--- src/rtl/mbc_pkg.sv ---
package mbc_pkg;

   typedef enum logic {
      MODE_ARRAY = 1'b0,
      MODE_IDENT = 1'b1
   } op_mode_e;

   typedef struct packed {
      logic rd;
      logic wr;
      logic drive;
   } access_s;

endpackage

--- src/rtl/mbc_access_decode.sv ---
module mbc_access_decode
   import mbc_pkg::*;
(
   input  logic    ce_n,
   input  logic    oe_n,
   input  logic    we_n,
   input  logic    reset_n,
   output access_s acc
);

   logic selected;

   always_comb begin
      selected  = reset_n & ~ce_n;
      acc.rd    = selected & ~oe_n & we_n;
      acc.wr    = selected & ~we_n & oe_n;
      acc.drive = acc.rd;
   end

endmodule

--- src/rtl/mbc_idle_timer.sv ---
module mbc_idle_timer #(
   parameter int ADDR_W   = 21,
   parameter int IDLE_CYC = 8
) (
   input  logic              clk,
   input  logic              reset_n,
   input  logic [ADDR_W-1:0] addr,
   output logic              addr_chg,
   output logic              idle_hit
);

   localparam int            CNT_W = $clog2(IDLE_CYC + 1);
   localparam logic [CNT_W-1:0] LIMIT = CNT_W'(IDLE_CYC);

   if (IDLE_CYC < 1) begin : g_bad_limit
      $error("mbc_idle_timer: IDLE_CYC must be at least 1");
   end

   logic [ADDR_W-1:0] addr_q;
   logic [CNT_W-1:0]  cnt_q, cnt_d;

   always_comb begin
      addr_chg = (addr != addr_q);
      if (addr_chg)
         cnt_d = '0;
      else if (cnt_q == LIMIT)
         cnt_d = cnt_q;
      else
         cnt_d = cnt_q + 1'b1;
      idle_hit = (cnt_d == LIMIT);
   end

   always_ff @(posedge clk) begin
      addr_q <= addr;
      if (!reset_n)
         cnt_q <= '0;
      else
         cnt_q <= cnt_d;
   end

   assert_cnt_clear_R9: assert property (@(posedge clk) disable iff (!reset_n)
      addr_chg |=> (cnt_q == '0))
      else $error("stability counter not cleared after address change");

   assert_cnt_bound_R8: assert property (@(posedge clk) disable iff (!reset_n)
      1'b1 |=> (cnt_q <= LIMIT))
      else $error("stability counter beyond limit");

endmodule

--- src/rtl/mbc_power_ctrl.sv ---
module mbc_power_ctrl (
   input  logic clk,
   input  logic reset_n,
   input  logic ce_n,
   input  logic busy,
   input  logic idle_hit,
   output logic low_power
);

   logic lp_q;

   always_ff @(posedge clk) begin
      if (!reset_n)
         lp_q <= 1'b1;
      else
         lp_q <= ~busy & (ce_n | idle_hit);
   end

   assign low_power = lp_q;

   assert_busy_awake_R7: assert property (@(posedge clk) disable iff (!reset_n)
      busy |=> !low_power)
      else $error("low power while engine busy");

   assert_deselect_sleep_R6: assert property (@(posedge clk) disable iff (!reset_n)
      (ce_n && !busy) |=> low_power)
      else $error("deselected but not in low power");

endmodule

--- src/rtl/mbc_mode_reg.sv ---
module mbc_mode_reg
   import mbc_pkg::*;
(
   input  logic clk,
   input  logic reset_n,
   input  logic id_enter,
   input  logic id_exit,
   output logic mode_ident
);

   op_mode_e mode_q;

   always_ff @(posedge clk) begin
      if (!reset_n)
         mode_q <= MODE_ARRAY;
      else if (id_exit)
         mode_q <= MODE_ARRAY;
      else if (id_enter)
         mode_q <= MODE_IDENT;
   end

   assign mode_ident = (mode_q == MODE_IDENT);

   assert_exit_wins_R12: assert property (@(posedge clk) disable iff (!reset_n)
      id_exit |=> !mode_ident)
      else $error("exit strobe did not restore array mode");

   assert_enter_ident_R11: assert property (@(posedge clk) disable iff (!reset_n)
      (id_enter && !id_exit) |=> mode_ident)
      else $error("enter strobe did not select identification");

   assert_mode_hold_R11: assert property (@(posedge clk) disable iff (!reset_n)
      (!id_enter && !id_exit) |=> $stable(mode_ident))
      else $error("mode changed without strobe");

endmodule

--- src/rtl/mbc_top.sv ---
module mbc_top
   import mbc_pkg::*;
#(
   parameter int ADDR_W       = 21,
   parameter int IDLE_CYC     = 8,
   parameter bit AUTO_STBY_EN = 1'b1
) (
   input  logic              clk,
   input  logic              ce_n,
   input  logic              oe_n,
   input  logic              we_n,
   input  logic              reset_n,
   input  logic [ADDR_W-1:0] addr,
   input  logic              busy,
   input  logic              id_enter,
   input  logic              id_exit,
   output logic              data_oe,
   output logic              rd_stb,
   output logic              wr_stb,
   output logic              low_power,
   output logic              mode_ident
);

   if (ADDR_W < 1) begin : g_bad_width
      $error("mbc_top: ADDR_W must be at least 1");
   end

   access_s acc;
   logic    addr_chg;
   logic    idle_hit;

   mbc_access_decode u_decode (
      .ce_n    (ce_n),
      .oe_n    (oe_n),
      .we_n    (we_n),
      .reset_n (reset_n),
      .acc     (acc)
   );

   if (AUTO_STBY_EN) begin : g_auto
      mbc_idle_timer #(
         .ADDR_W   (ADDR_W),
         .IDLE_CYC (IDLE_CYC)
      ) u_timer (
         .clk      (clk),
         .reset_n  (reset_n),
         .addr     (addr),
         .addr_chg (addr_chg),
         .idle_hit (idle_hit)
      );
   end else begin : g_no_auto
      assign addr_chg = 1'b0;
      assign idle_hit = 1'b0;
   end

   mbc_power_ctrl u_power (
      .clk       (clk),
      .reset_n   (reset_n),
      .ce_n      (ce_n),
      .busy      (busy),
      .idle_hit  (idle_hit),
      .low_power (low_power)
   );

   mbc_mode_reg u_mode (
      .clk        (clk),
      .reset_n    (reset_n),
      .id_enter   (id_enter),
      .id_exit    (id_exit),
      .mode_ident (mode_ident)
   );

   assign data_oe = acc.drive;
   assign rd_stb  = acc.rd;
   assign wr_stb  = acc.wr;

   assert_hiz_oe_R3: assert property (@(posedge clk) disable iff (!reset_n)
      oe_n |-> !data_oe)
      else $error("data driven with output enable high");

   assert_hiz_desel_R4: assert property (@(posedge clk) disable iff (!reset_n)
      ce_n |-> !data_oe)
      else $error("data driven while deselected");

   assert_rw_excl_R2: assert property (@(posedge clk) disable iff (!reset_n)
      wr_stb |-> (!rd_stb && !data_oe))
      else $error("write and read active together");

   assert_wake_on_addr_R9: assert property (@(posedge clk) disable iff (!reset_n)
      (addr_chg && !ce_n && !busy) |=> !low_power)
      else $error("address change did not leave low power");

endmodule

--- config.mk ---
export PLATFORM = sky130hd
export DESIGN_NAME = mbc_top
export DESIGN_NICKNAME = d
export VERILOG_FILES = /design/src/rtl/mbc_pkg.sv /design/src/rtl/mbc_access_decode.sv /design/src/rtl/mbc_idle_timer.sv /design/src/rtl/mbc_power_ctrl.sv /design/src/rtl/mbc_mode_reg.sv /design/src/rtl/mbc_top.sv
export SDC_FILE = /design/constraint.sdc
export NUM_CORES = 1
export LEC_CHECK = 0
export ABC_AREA = 1
export BUFFER_PORTS_ARGS = -buffer_cell sky130_fd_sc_hd__buf_2
export CORE_MARGIN = 4
export CORE_UTILIZATION = 48
export CTS_CLUSTER_DIAMETER = 100
export CTS_CLUSTER_SIZE = 25
export DETAILED_ROUTE_END_ITERATION = 16
export GPL_ROUTABILITY_DRIVEN = 0
export PLACE_DENSITY_LB_ADDON = 0.1
export SLEW_MARGIN = 10
export SYNTH_ARGS = -nofsm -noshare
export SYNTH_HDL_FRONTEND = slang
export SYNTH_SLANG_ARGS = --single-unit
--- constraint.sdc ---
create_clock -name clk -period 1.5 [get_ports clk]
set_clock_uncertainty 0.1 [all_clocks]
set_input_delay 0.075 -clock clk [delete_from_list [all_inputs] [get_ports clk]]
set_output_delay 0.075 -clock clk [all_outputs]
set_load 0.03 [all_outputs]
After elaboration in Yosys (flattened, before gate mapping). Index checks and enable logic that the tools add are counted. Widths: inputs -> output; s select.

Register bits after elaboration: 27. Bits of input ports: 29. Output and inout bits: 5.

$add $sub $neg: 1. Equal/unequal tests: 3. Mux-type cells: 2. Bitwise gates (word level): 12. Reduce and logical (&&, ||, !) cells: 1.

Operators with widths (number): $ne 21x21->1 (1); $eq 4x4->1 const B (2); $mux 4 (2); $and 1x1->1 (6); $not 1->1 (5); $add 4x1->4 const B (1); $reduce_or 2->1 (1); $or 1x1->1 (1).

Longest topological paths before layout.
Word-level depth: 6. Depth in mapped cells: 12. Mapped depth without buffers: 12.

Cells and area by module. A second synthesis with hierarchy kept.

Cells, all modules: 160. Area, all modules: 1131.1 um2.

Modules (own cells, without submodules): mbc_idle_timer (instances 1, cells each 142, area an instance 1026.0 um2, seq. area each 500.5 um2); mbc_access_decode (instances 1, cells each 9, area an instance 37.5 um2, seq. area each 0.0 um2); mbc_mode_reg (instances 1, cells each 5, area an instance 35.0 um2, seq. area each 20.0 um2); mbc_power_ctrl (instances 1, cells each 4, area an instance 32.5 um2, seq. area each 20.0 um2).

Worst setup path before layout. Ideal clock, no wire load.

Kind: flip-flop to flip-flop. Start: reg g_auto.u_timer.cnt_q[0]. End: reg u_power.lp_q, in the netlist u_power.low_power. Arrival: 1200 ps. Data required time: 1342 ps. Slack: 142 ps. Stages on the path, launching flop included: 12. Buffers on the path: 0. Clock period less this slack: 1358 ps. Path through: dfxtp_1 > inv_1 > ha_1 > nand2_2 > nor2_2 > xor2_1 > nand2_1 > nor2_1 > nand3_1 > nand2_1 > nand2_1 > nand2_1.

Word-level cells in the longest chain between the ends: 6. Elaborated cells on any way between the ends: 7. Classes of those cells: 1 x add/sub; 2 x eq/ne; 2 x mux; 2 x bitwise.

RTL lines: start: declaration (RTL line mbc_idle_timer.sv:20) `logic [CNT_W-1:0] cnt_q, cnt_d;`; start signal: assignment (RTL line mbc_idle_timer.sv:38) `cnt_q <= cnt_d;`; $add 4x1->4 / $eq 4x4->1 (equally long branches) (RTL line mbc_idle_timer.sv:29, mbc_idle_timer.sv:26); $mux 4 (*) (RTL line mbc_idle_timer.sv:26) `else if (cnt_q == LIMIT)`; $mux 4 (*) (RTL line mbc_idle_timer.sv:24) `if (addr_chg)`; $eq 4x4->1 (*) (RTL line mbc_idle_timer.sv:30) `idle_hit = (cnt_d == LIMIT);`; $or 1x1->1 (*) (RTL line mbc_power_ctrl.sv:16) `lp_q <= ~busy & (ce_n | idle_hit);`; $and 1x1->1 (*) (RTL line mbc_power_ctrl.sv:16); end signal: assignment (RTL line mbc_power_ctrl.sv:16); end: declaration (RTL line mbc_power_ctrl.sv:10) `logic lp_q;`.

Mark *: on every way between the ends. The rest lies on a longest branch, timed or not. A chain may end at the register's enable or synchronous reset.

Worst setup path after layout. Same ends and word-level chain as after synthesis.

==> impl_metrics.py <==
metrics = {
    "worst_setup_path": {
        "crit_top_cell": "nand2_1",
        "r2r_slack_ns": -0.02,
        "start_kind": "register",
        "max_stage_delay_ns": 0.38,
        "path_cells": "inv_2 > ha_4 > nand2_2 > nor2_2 > xor2_1 > nand2_1 > nor2_1 > nand3_1 > nand2_1 > nand2_1 > nand2_1",
        "cp.required_ns": 1.68,
        "crit_path_end_kind": "register",
        "crit_type": "register to register",
        "arrival_ns": 1.70,
        "path_max_fanout": 3,
        "cp_slowest_cell": "dfxtp_4",
    },
    "place": {
        "dp_hpwl_um": 1500,
        "dp_cells": 188,
        "placed_area_sq_um": 1250,
        "io_buffer_count": 33,
    },
    "finish": {
        "layout_common_cells": "33 x buf_2, 31 x nand2_1, 26 x dlygate4sd3_1",
        "drive_gt1_share_pct": 25.4,
        "stdcell_count": 220,
        "final_util_pct": 77.5,
        "n_antenna_cell": 0,
        "design_area_sq_um": 1570,
        "area_growth_pct": 48.5,
        "final_common_cell": "buf_2",
        "fin_nets": 225,
    },
    "routing": {
        "wl_per_cell_um": 10.1,
        "antenna_left": 0,
        "viasPerCell": 4.26,
        "wirelength_um": 2220,
        "detail_route.first_pass.iterations": 4,
        "drt_iter0_drc": 15,
        "num_vias": 937,
        "drc": 0,
    },
    "yosys": {
        "synthArstFlopShare_pct": 0,
        "synth_nets": 160,
        "yosys.area_share.xor_xnor_pct": 12.4,
        "synthAdderAreaFrac_pct": 2.37,
        "synth_ff_type": "dfxtp_1",
        "yosys_warnings": 0,
        "synth_top_family_by_area": "simple AND/OR/NAND/NOR gates",
        "postSynthCellCount": 129,
        "synth_compound_area_share_pct": 0,
        "ys_seq_area_share_pct": 51.2,
        "synth-seq-cells": 27,
        "synth_edf_count": 0,
        "netlist_area_sq_um": 1060,
        "synth_mux_area_share_pct": 0,
        "synth_cell_type_count": 15,
        "syn_area_per_cell_sq_um": 8.19,
        "synth-simple-area-share_pct": 25.8,
    },
    "min_path": {
        "hold_class": "input pin to register",
    },
    "sta": {
        "final.setup.tns_ns": -0.0221,
        "max_slew_margin_pct": 85.4,
        "fin_ws_ns": -0.0221,
        "fin_crit_sh_pct": 101,
        "grt_setup_unrepaired": "yes",
        "slew_viol_final": 0,
        "period_minus_slack_ns": 1.52,
        "finalHoldViolCount": 0,
        "setup_viol": 1,
        "tightest_slew_ns": 0.218,
        "fmax_mhz": 657,
    },
    "clock_network": {
        "cts_tree": "built",
        "htreeDepth": 1,
        "cts-root-buf": "clkbuf_4",
        "cts_buffer_depth": 2,
        "cts_num_sinks": 27,
        "clkTransAtPathRegs_ns": 0.14,
        "numCtsBuffers": 3,
        "clk_latency_ns": 0.32,
    },
    "global_routing": {
        "grt_remaining_overflow": 0,
        "track_usage_pct": 16.1,
        "grt_max_degree": 16,
        "grt_pass1_vias": 929,
        "grt_pass1_wl_um": 3460,
        "antenna_found_initial": 0,
    },
    "pwr": {
        "power-per-cell-area_nw_per_um2": 806,
        "total_leakage_power_nw": 0.790,
        "ir_drop_uv": 705,
    },
    "die": {
        "die_area_sq_um": 3010,
        "core-area_sq_um": 2020,
        "ios": 34,
        "die_x_um": 54.9,
        "start_util_pct": 52.2,
        "num_rows": 16,
        "die_h_um": 54.9,
    },
    "flow_run": {
        "maxCapViolCount": 0,
    },
    "run_status": {
        "status": "finished with violations",
        "failed_checks": "negative setup slack",
    },
}
[area by class of cell]
class	count	area (sq um)
repair buffers	61	440
clock inverters	1	5.00
multi-input cells	80	442
inverters	21	78.8
well taps	27	33.8
clock buffers	3	22.5
fillers	137	454
flip-flops and latches	27	546
[report_power, final]
group          internal, mW  switching [mW]
clock                0.0998           0.207
combinational         0.113          0.0809
sequential            0.749          0.0140
[stage by stage]
step	setup WS, ns	hold slack (ns)	power (mW)
4_1_cts	0.0267	0.293	1.27
2_1_floorplan	0.142	0.00272	0.859
5_1_grt	-0.167	0.293	1.33
6_report	-0.0221	0.295	1.26
3_5_place_dp	0.0158	0.105	0.922
3_3_place_gp	0.0962	0.102	0.914
[flip-flops by register name (all words and copies together), names as in the netlist]
register and count:
g_auto.u_timer.addr_q 21, g_auto.u_timer.cnt_q 4, u_mode.mode_ident 1, u_power.low_power 1
[layer usage]
layer	global-route usage (%)	wire, um	vias to the layer above
met3	2.41	63	2
met5	0	0	-
met2	33.5	1260	13
li1	-	-	509
met4	6.07	12	0
met1	15.4	883	413
[path summary, 6_finish.rpt]
path	startpoint	to	cells after the start
worst max-delay path	g_auto.u_timer.cnt_q[0]	u_power.low_power	11
worst min-delay path	addr[13]	g_auto.u_timer.addr_q[13]	2
worst max register to register	g_auto.u_timer.cnt_q[0]	u_power.low_power	11
worst min register to register	g_auto.u_timer.cnt_q[3]	g_auto.u_timer.cnt_q[3]	2
[Yosys cell counts (2+ instances only)]
cell type  number  area share, %
xnor2_1        10            8.3
dfxtp_1        27             51
xor2_1          5            4.1
inv_1          21            7.5
nand2_2         2            1.2
nor3b_1         2            1.4
nor3_1          4            1.9
nor2_1         14            5.0
nor2_2          3            1.8
nand3_1         5            2.4
ha_1            2            2.4
nand2_1        31             11
[worst max-delay path, delay by kind of cell, from the launching register on]
family,cells,cell delay (ns)
AND/OR/NAND/NOR,8,0.63
buffers and inverters,1,0.06
XOR/XNOR,1,0.22
flip-flops,1,0.38
adder cells (fa/ha/maj),1,0.11
[what timing repair did]
action	4_1_cts	5_1_grt
pin swaps	0	8
hold buffers	26	0
setup buffers	0	2
resized for setup	1	6
hold endpoints to repair	27	0
endpoints found under the setup margin	1	1
[cell families after synthesis]
group,count (synthesis)
buffers and inverters,22
AND/OR/NAND/NOR,63
flip-flops,27
XOR/XNOR,15
adder cells (fa/ha/maj),2
No activity file was read; power rests on OpenSTA's default activity.
